## config.mk

```make
export PLATFORM = sky130hd
export DESIGN_NAME = move_int_fu
export DESIGN_NICKNAME = d
export VERILOG_FILES = /design/src/rtl/move_fu_pkg.sv /design/src/rtl/move_fu_decode.sv /design/src/rtl/move_fu_alu.sv /design/src/rtl/move_fu_ctrl.sv /design/src/rtl/move_fu_datapath.sv /design/src/rtl/move_int_fu.sv
export SDC_FILE = /design/constraint.sdc
export NUM_CORES = 1
export LEC_CHECK = 0
export CAP_MARGIN = 20
export CORE_MARGIN = 2
export CORE_UTILIZATION = 40
export DETAILED_ROUTE_END_ITERATION = 8
export PLACE_DENSITY = 0.7
export SLEW_MARGIN = 20
export SYNTH_ARGS = -nofsm -noshare
export SYNTH_HDL_FRONTEND = slang
export SYNTH_SLANG_ARGS = --single-unit
```

## constraint.sdc

```tcl
create_clock -name clk -period 6.4 [get_ports clk]
set_clock_uncertainty 0.05 [all_clocks]
set_input_delay 0.64 -clock clk [delete_from_list [all_inputs] [get_ports clk]]
set_output_delay 0.64 -clock clk [all_outputs]
set_load 0.01 [all_outputs]
```

## src/rtl/move_fu_pkg.sv

```systemverilog
package move_fu_pkg;

    localparam int TRIG_ADDR_W = 3;

    typedef enum logic [2:0] {
        FN_ADD = 3'd0,
        FN_SUB = 3'd1,
        FN_AND = 3'd2,
        FN_OR  = 3'd3,
        FN_XOR = 3'd4,
        FN_SHL = 3'd5,
        FN_SHR = 3'd6,
        FN_SLT = 3'd7
    } fu_fn_e;

    typedef enum logic [1:0] {
        OCC_EMPTY    = 2'd0,
        OCC_MID_ONLY = 2'd1,
        OCC_RES_ONLY = 2'd2,
        OCC_BOTH     = 2'd3
    } occ_state_e;

endpackage

```

## src/rtl/move_fu_decode.sv

```systemverilog
module move_fu_decode
    import move_fu_pkg::*;
(
    input  logic [TRIG_ADDR_W-1:0] trig_addr,
    output fu_fn_e                 fn
);

    always_comb begin
        unique case (trig_addr)
            3'd0:    fn = FN_ADD;
            3'd1:    fn = FN_SUB;
            3'd2:    fn = FN_AND;
            3'd3:    fn = FN_OR;
            3'd4:    fn = FN_XOR;
            3'd5:    fn = FN_SHL;
            3'd6:    fn = FN_SHR;
            default: fn = FN_SLT;
        endcase
    end

endmodule

```

## src/rtl/move_fu_alu.sv

```systemverilog
module move_fu_alu
    import move_fu_pkg::*;
#(
    parameter int DATA_W = 32
) (
    input  fu_fn_e            fn,
    input  logic [DATA_W-1:0] a_val,
    input  logic [DATA_W-1:0] b_val,
    output logic [DATA_W-1:0] y
);

    localparam int SHAMT_W = $clog2(DATA_W);

    logic [SHAMT_W-1:0] shamt;
    logic               lt_signed;

    assign shamt     = b_val[SHAMT_W-1:0];
    assign lt_signed = $signed(a_val) < $signed(b_val);

    always_comb begin
        unique case (fn)
            FN_ADD:  y = a_val + b_val;
            FN_SUB:  y = a_val - b_val;
            FN_AND:  y = a_val & b_val;
            FN_OR:   y = a_val | b_val;
            FN_XOR:  y = a_val ^ b_val;
            FN_SHL:  y = a_val << shamt;
            FN_SHR:  y = a_val >> shamt;
            default: y = {{(DATA_W-1){1'b0}}, lt_signed};
        endcase
    end

endmodule

```

## src/rtl/move_fu_ctrl.sv

```systemverilog
module move_fu_ctrl
    import move_fu_pkg::*;
(
    input  logic clk,
    input  logic rst_n,
    input  logic trig_we,
    input  logic rd_req,
    output logic trig_ready,
    output logic rd_ack,
    output logic mid_load,
    output logic res_load,
    output logic mid_full,
    output logic res_full
);

    occ_state_e state_q;
    occ_state_e state_d;
    logic       trig_fire;

    // state register
    always_ff @(posedge clk or negedge rst_n) begin
        if (!rst_n) begin
            state_q <= OCC_EMPTY;
        end else begin
            state_q <= state_d;
        end
    end

    // outputs decoded from the occupancy state and the two requests
    always_comb begin
        mid_full   = 1'b0;
        res_full   = 1'b0;
        unique case (state_q)
            OCC_EMPTY:    begin mid_full = 1'b0; res_full = 1'b0; end
            OCC_MID_ONLY: begin mid_full = 1'b1; res_full = 1'b0; end
            OCC_RES_ONLY: begin mid_full = 1'b0; res_full = 1'b1; end
            default:      begin mid_full = 1'b1; res_full = 1'b1; end
        endcase
        rd_ack     = rd_req && res_full;
        trig_ready = (state_q != OCC_BOTH) || rd_ack;
        trig_fire  = trig_we && trig_ready;
        mid_load   = trig_fire;
        res_load   = mid_full && (!res_full || rd_ack);
    end

    // next-state transitions
    always_comb begin
        state_d = state_q;
        unique case (state_q)
            OCC_EMPTY: begin
                if (trig_fire) state_d = OCC_MID_ONLY;
            end
            OCC_MID_ONLY: begin
                state_d = trig_fire ? OCC_BOTH : OCC_RES_ONLY;
            end
            OCC_RES_ONLY: begin
                if (rd_ack && trig_fire)       state_d = OCC_MID_ONLY;
                else if (rd_ack)               state_d = OCC_EMPTY;
                else if (trig_fire)            state_d = OCC_BOTH;
            end
            default: begin
                if (rd_ack && !trig_fire)      state_d = OCC_RES_ONLY;
            end
        endcase
    end

endmodule

```

## src/rtl/move_fu_datapath.sv

```systemverilog
module move_fu_datapath
    import move_fu_pkg::*;
#(
    parameter int DATA_W = 32
) (
    input  logic              clk,
    input  logic              rst_n,
    input  logic              opnd_we,
    input  logic [DATA_W-1:0] opnd_wdata,
    input  logic [DATA_W-1:0] trig_wdata,
    input  fu_fn_e            fn,
    input  logic              mid_load,
    input  logic              res_load,
    output logic [DATA_W-1:0] mid_q,
    output logic [DATA_W-1:0] res_q
);

    logic [DATA_W-1:0] opnd_q;
    logic [DATA_W-1:0] opnd_eff;
    logic [DATA_W-1:0] alu_y;

    // same-cycle operand write bypasses the register
    assign opnd_eff = opnd_we ? opnd_wdata : opnd_q;

    move_fu_alu #(.DATA_W(DATA_W)) u_alu (
        .fn    (fn),
        .a_val (trig_wdata),
        .b_val (opnd_eff),
        .y     (alu_y)
    );

    always_ff @(posedge clk or negedge rst_n) begin
        if (!rst_n) begin
            opnd_q <= '0;
        end else if (opnd_we) begin
            opnd_q <= opnd_wdata;
        end
    end

    always_ff @(posedge clk or negedge rst_n) begin
        if (!rst_n) begin
            mid_q <= '0;
            res_q <= '0;
        end else begin
            if (mid_load) mid_q <= alu_y;
            if (res_load) res_q <= mid_q;
        end
    end

    // the stored operand only changes through its own write strobe
    p_operand_hold_r4: assert property (@(posedge clk) disable iff (!rst_n)
        !opnd_we |=> $stable(opnd_q));

endmodule

```

## src/rtl/move_int_fu.sv

```systemverilog
module move_int_fu
    import move_fu_pkg::*;
#(
    parameter int DATA_W = 32
) (
    input  logic                   clk,
    input  logic                   rst_n,
    input  logic                   opnd_we,
    input  logic [DATA_W-1:0]      opnd_wdata,
    input  logic                   trig_we,
    input  logic [TRIG_ADDR_W-1:0] trig_addr,
    input  logic [DATA_W-1:0]      trig_wdata,
    output logic                   trig_ready,
    input  logic                   rd_req,
    output logic                   rd_ack,
    output logic [DATA_W-1:0]      rd_data
);

    fu_fn_e            fn;
    logic              mid_load;
    logic              res_load;
    logic              mid_full;
    logic              res_full;
    logic [DATA_W-1:0] mid_q;
    logic [DATA_W-1:0] res_q;

    move_fu_decode u_decode (
        .trig_addr (trig_addr),
        .fn        (fn)
    );

    move_fu_ctrl u_ctrl (
        .clk        (clk),
        .rst_n      (rst_n),
        .trig_we    (trig_we),
        .rd_req     (rd_req),
        .trig_ready (trig_ready),
        .rd_ack     (rd_ack),
        .mid_load   (mid_load),
        .res_load   (res_load),
        .mid_full   (mid_full),
        .res_full   (res_full)
    );

    move_fu_datapath #(.DATA_W(DATA_W)) u_dp (
        .clk        (clk),
        .rst_n      (rst_n),
        .opnd_we    (opnd_we),
        .opnd_wdata (opnd_wdata),
        .trig_wdata (trig_wdata),
        .fn         (fn),
        .mid_load   (mid_load),
        .res_load   (res_load),
        .mid_q      (mid_q),
        .res_q      (res_q)
    );

    assign rd_data = res_q;

    p_empty_latency_r5: assert property (@(posedge clk) disable iff (!rst_n)
        (trig_we && trig_ready && !mid_full && !res_full) |=> ##1 res_full);

    p_early_read_stall_r6: assert property (@(posedge clk) disable iff (!rst_n)
        (rd_req && !res_full) |-> !rd_ack);

    p_result_hold_r7: assert property (@(posedge clk) disable iff (!rst_n)
        (res_full && !rd_req) |=> (res_full && $stable(rd_data)));

    p_mid_hold_r7: assert property (@(posedge clk) disable iff (!rst_n)
        (mid_full && res_full && !rd_req) |=> (mid_full && $stable(mid_q)));

    p_backpressure_r8: assert property (@(posedge clk) disable iff (!rst_n)
        (mid_full && res_full && !rd_req) |-> !trig_ready);

endmodule

```

==> impl_metrics.prom <==
# TYPE chip_impl_metric gauge
chip_impl_info{name="status",value="finished, final reports clean"} 1
chip_impl_info{name="end_kind",value="flip-flop"} 1
chip_impl_metric{name="clkTransAtPathRegs",unit="ns"} 0.10
chip_impl_metric{name="crit_path_max_fanout",unit=""} 25
chip_impl_metric{name="grt_pass1_wl",unit="um"} 83300
chip_impl_metric{name="asyncSetResetFlopFracSynth",unit="%"} 100
chip_impl_info{name="cts_root_buf",value="sky130_fd_sc_hd__clkbuf_16"} 1
chip_impl_info{name="combinational_family_with_the_most_area_after_synthesis",value="compound AO/OA/AOI/OAI gates"} 1
chip_impl_metric{name="internal_power",unit="mW"} 1.69
chip_impl_metric{name="slew-limit-headroom",unit="%"} 21.2
chip_impl_metric{name="layout_worst_path_cycle_share",unit="%"} 73.2
chip_impl_metric{name="viasPerCell",unit=""} 6.59
chip_impl_metric{name="multi_input_gate_area",unit="um2"} 9170
chip_impl_metric{name="count_of_flip_flops_with_a_built_in_enable_after_synthesis",unit=""} 0
chip_impl_metric{name="setup_slack",unit="ns"} 1.71
chip_impl_info{name="cts_tree",value="yes"} 1
chip_impl_metric{name="comb_power_share",unit="%"} 54.6
chip_impl_metric{name="detail_route.iter0.violations",unit=""} 2002
chip_impl_metric{name="synth_fa_ha_area_share",unit="%"} 11.3
chip_impl_metric{name="timing.critical_path.slowest_cell_delay",unit="ns"} 0.88
chip_impl_metric{name="port-buffer-count",unit=""} 105
chip_impl_metric{name="routabilityCongestion",unit=""} 1.03
chip_impl_metric{name="fp.coreArea",unit="um2"} 30600
chip_impl_metric{name="synth.yosys.warnings",unit=""} 0
chip_impl_metric{name="setup_violations",unit=""} 0
chip_impl_metric{name="route.detailed.drc",unit=""} 0
chip_impl_metric{name="drive_gt1_share",unit="%"} 7.87
chip_impl_metric{name="timing.fmax",unit="GHz"} 0.213
chip_impl_metric{name="layout.nets",unit=""} 1804
chip_impl_metric{name="synth-compound-area-share",unit="%"} 29.2
chip_impl_metric{name="total_of_flip_flops_plus_latches_after_synthesis",unit=""} 98
chip_impl_metric{name="fin_worst_hold_slack",unit="ns"} 0.207
chip_impl_metric{name="insertion_delay",unit="ns"} 0.38
chip_impl_metric{name="first_global_vias",unit=""} 12500
chip_impl_metric{name="die_x",unit="um"} 180
chip_impl_metric{name="post_synth_inst_count",unit=""} 1590
chip_impl_metric{name="drtAntennaViolNets",unit=""} 0
chip_impl_info{name="critical_setup_path_kind",value="input port to flip-flop"} 1
chip_impl_metric{name="power_frac_clock",unit="%"} 19.1
chip_impl_info{name="critPathSlowestCell",value="sky130_fd_sc_hd__a2111oi_0"} 1
chip_impl_metric{name="dpl_cell_area",unit="um2"} 13700
chip_impl_metric{name="muxShareOfSynthArea",unit="%"} 16.1
chip_impl_metric{name="p_per_area",unit="nW/um2"} 227
chip_impl_metric{name="max_slew_violation_total_from_the_final_report",unit=""} 0
chip_impl_info{name="setup.worst_path.start_class",value="input port"} 1
chip_impl_metric{name="area.sequential",unit="um2"} 2450
chip_impl_metric{name="tightestPinTransition",unit="ns"} 1.17
chip_impl_metric{name="grt.overflow.total",unit=""} 0
chip_impl_metric{name="pre_cts_slack",unit="ns"} 1.45
chip_impl_metric{name="swShare",unit="%"} 47.1
chip_impl_metric{name="static-leakage-power",unit="nW"} 6.03
chip_impl_metric{name="wirelength",unit="um"} 56300
chip_impl_metric{name="die_span_y",unit="um"} 180
chip_impl_info{name="path_cells",value="buf_2 > mux2i_4 > ha_1 > o21bai_1 > a21oi_1 > o41ai_2 > a21boi_0 > o31ai_1 > nor3_1 > a2111oi_0 > a31oi_1"} 1
chip_impl_metric{name="synth_seq_area_share",unit="%"} 19.8
chip_impl_metric{name="net_switching_power",unit="mW"} 1.50
chip_impl_metric{name="met1_demand_to_capacity_share_in_global_routing",unit="%"} 48.6
chip_impl_metric{name="synth.net_count",unit=""} 1773
chip_impl_metric{name="syn2layout_area_growth",unit="%"} 13.0
chip_impl_info{name="postSynth.topFlopCell",value="sky130_fd_sc_hd__dfrtp_1"} 1
chip_impl_metric{name="vias",unit=""} 13300
chip_impl_metric{name="placementRows",unit=""} 64
chip_impl_metric{name="grt_start_max_net_pins",unit=""} 59
chip_impl_metric{name="netlist-cell-type-count",unit=""} 86
chip_impl_metric{name="timing.critical_path.arrival",unit="ns"} 4.86
chip_impl_metric{name="drt-pass1-iter-count",unit=""} 5
chip_impl_metric{name="wl_per_cell",unit="um"} 27.9
chip_impl_metric{name="post-dp-hpwl",unit="um"} 42600
chip_impl_metric{name="cts_resized",unit=""} 0
chip_impl_metric{name="syn-cell-area",unit="um2"} 12400
chip_impl_metric{name="post_cts_hold_buffers",unit=""} 0
chip_impl_metric{name="ir_drop",unit="uV"} 126
chip_impl_metric{name="drv_cap",unit=""} 0
chip_impl_info{name="top_usage_layer",value="met2"} 1
chip_impl_info{name="worstHoldPathType",value="input port to asynchronous set/reset pin"} 1
chip_impl_metric{name="grt.met3_usage",unit="%"} 8.89
chip_impl_metric{name="globalRouteTotalUtil",unit="%"} 33.7
chip_impl_metric{name="synth.avg_cell_area",unit="um2"} 7.81
chip_impl_info{name="rsz_0062_raised_after_global_routing",value="no"} 1
chip_impl_metric{name="fin_setup_tns",unit="ns"} 0
chip_impl_metric{name="initial_utilization",unit="%"} 40.6
chip_impl_metric{name="worst_ep_required_time",unit="ns"} 6.57
chip_impl_metric{name="post_synth_and_or_nand_nor_area_fraction",unit="%"} 15.5
chip_impl_metric{name="grt.met2_usage",unit="%"} 49.0
chip_impl_metric{name="io_pins",unit=""} 106
chip_impl_metric{name="cts-buffers-inserted",unit=""} 9
chip_impl_metric{name="grt_antenna_before_repair",unit=""} 1
chip_impl_metric{name="fin_crit",unit="ns"} 4.69
chip_impl_metric{name="final_cell_area",unit="um2"} 14000
chip_impl_metric{name="design.die.area",unit="um2"} 32500
chip_impl_metric{name="cts_max_path_bufs",unit=""} 2
chip_impl_metric{name="antenna_cells_inserted",unit=""} 0
chip_impl_metric{name="synth-xor-area-share",unit="%"} 1.27
chip_impl_metric{name="final_hold_viol_count",unit=""} 0
chip_impl_metric{name="nFillCells",unit=""} 3072
chip_impl_metric{name="ctsHtreeMaxLevel",unit=""} 3
chip_impl_metric{name="postCtsSetupRepairBufs",unit=""} 0
chip_impl_metric{name="sequentialPowerShare",unit="%"} 26.3
chip_impl_metric{name="fin_total_pwr",unit="mW"} 3.19
chip_impl_metric{name="cts_num_sinks",unit=""} 98
[Yosys cell counts (27+ instances only)]
master / instances / area [um2]
sky130_fd_sc_hd__buf_2: 28 / 140
sky130_fd_sc_hd__dfrtp_1: 98 / 2450
sky130_fd_sc_hd__nor2_1: 160 / 601
sky130_fd_sc_hd__nand3_1: 27 / 135
sky130_fd_sc_hd__mux2_2: 36 / 405
sky130_fd_sc_hd__a21oi_1: 139 / 696
sky130_fd_sc_hd__inv_1: 89 / 334
sky130_fd_sc_hd__nand2_1: 140 / 526
sky130_fd_sc_hd__o21ai_0: 91 / 455
sky130_fd_sc_hd__ha_1: 109 / 1360
sky130_fd_sc_hd__a31oi_1: 36 / 225
sky130_fd_sc_hd__clkbuf_1: 69 / 259
sky130_fd_sc_hd__a211oi_1: 31 / 233
sky130_fd_sc_hd__mux2i_1: 129 / 1290
[per-layer routing]
metal  vias up  routed length (um)
li1       5929                   -
met1      6410               24300
met2       853               23200
met3       126                6820
met4         2                2080
met5         -                  16
[registers in the layout, summed over array words and instances, names as in the netlist]
signal / count
u_dp.mid_q: 32
u_dp.opnd_q: 32
u_dp.res_q: 32
u_ctrl.state_q: 2
[stage by stage]
step	util [%]	instances
after CTS	45.9	2022
final	45.9	2022
after global routing	45.9	2022
after floorplan	-	1590
after global placement	44.9	2006
after detailed placement	44.9	2006
[worst max-delay path, delay by kind of cell]
kind | cells | cell delay [ns]
AO/OA/AOI/OAI | 7 | 2.67
AND/OR/NAND/NOR | 1 | 0.09
buffers and inverters | 1 | 0.67
adder cells (fa/ha/maj) | 1 | 0.34
multiplexers | 1 | 0.44
[cell families (layout without fill, tap and decap cells)]
logic type	count (synthesis)	after routing
compound gates	537	537
xor+xnor	18	18
fa+ha+maj	111	111
buf+inv	209	245
flops	98	98
mux	180	180
simple gates	437	437
[power by group through the flow]
stage               clock network (mW)  logic [mW]  registers, mW
detailed placement                   0        1.68          0.850
finish                           0.609        1.74          0.839
floorplan                            0        1.01          0.848
global placement                     0        1.68          0.844
global route                     0.635        1.84          0.857
CTS                              0.625        1.69          0.838
[cells in the final DEF (no fill, tap or decap), types with 9 or more instances in the layout]
cell type / synthesis / routed
sky130_fd_sc_hd__nand2_1: 140 / 140
sky130_fd_sc_hd__mux2i_1: 129 / 127
sky130_fd_sc_hd__buf_4: 3 / 31
sky130_fd_sc_hd__a21o_1: 13 / 13
sky130_fd_sc_hd__a221oi_1: 13 / 13
sky130_fd_sc_hd__nor4_1: 9 / 9
sky130_fd_sc_hd__inv_1: 89 / 89
sky130_fd_sc_hd__o221ai_1: 16 / 16
sky130_fd_sc_hd__xnor2_1: 14 / 14
sky130_fd_sc_hd__nand2b_1: 13 / 13
sky130_fd_sc_hd__o21ai_0: 91 / 91
sky130_fd_sc_hd__o31ai_1: 16 / 16
sky130_fd_sc_hd__a221o_1: 10 / 10
sky130_fd_sc_hd__a21oi_1: 139 / 139
sky130_fd_sc_hd__a211oi_1: 31 / 31
sky130_fd_sc_hd__dfrtp_1: 98 / 98
sky130_fd_sc_hd__nor3_1: 25 / 24
sky130_fd_sc_hd__o21ai_1: 18 / 18
sky130_fd_sc_hd__nor2b_1: 14 / 13
sky130_fd_sc_hd__o211ai_1: 23 / 23
sky130_fd_sc_hd__mux2_2: 36 / 36
sky130_fd_sc_hd__ha_1: 109 / 109
sky130_fd_sc_hd__nand4_1: 10 / 10
sky130_fd_sc_hd__clkdlybuf4s50_1: 0 / 102
sky130_fd_sc_hd__nand3_1: 27 / 27
sky130_fd_sc_hd__and3_1: 14 / 14
sky130_fd_sc_hd__mux4_2: 10 / 10
sky130_fd_sc_hd__a31oi_1: 36 / 36
sky130_fd_sc_hd__o21bai_1: 17 / 17
sky130_fd_sc_hd__o22ai_1: 16 / 16
sky130_fd_sc_hd__nor2_1: 160 / 159
sky130_fd_sc_hd__clkbuf_16: 0 / 9
[final cells by class]
cell class	count	area share (%)
Clock buffer	9	1.60
Clock inverter	7	0.544
Inverter	94	2.53
Multi-Input combinational cell	1283	65.3
Sequential cell	98	17.5
Tap cell	396	3.53
Timing Repair Buffer	135	9.00
[path summary, 6_finish.rpt]
| path | depth (start not counted) | from | to | slack, ns |
|---|---|---|---|---|
| hold reg to reg | 2 | u_dp.mid_q[14] | u_dp.mid_q[14] | 0.44 |
| hold / removal | 1 | rst_n | u_dp.mid_q[27] | 0.21 |
| setup reg to reg | 14 | u_dp.opnd_q[0] | u_dp.mid_q[30] | 2.43 |
| max in group asynchronous | 2 | rst_n | u_dp.res_q[9] | 4.87 |
| min in group clk | 2 | u_dp.mid_q[14] | u_dp.mid_q[14] | 0.44 |
| setup / recovery | 11 | opnd_we | u_dp.mid_q[11] | 1.71 |
No activity file was read; power rests on OpenSTA's default activity.
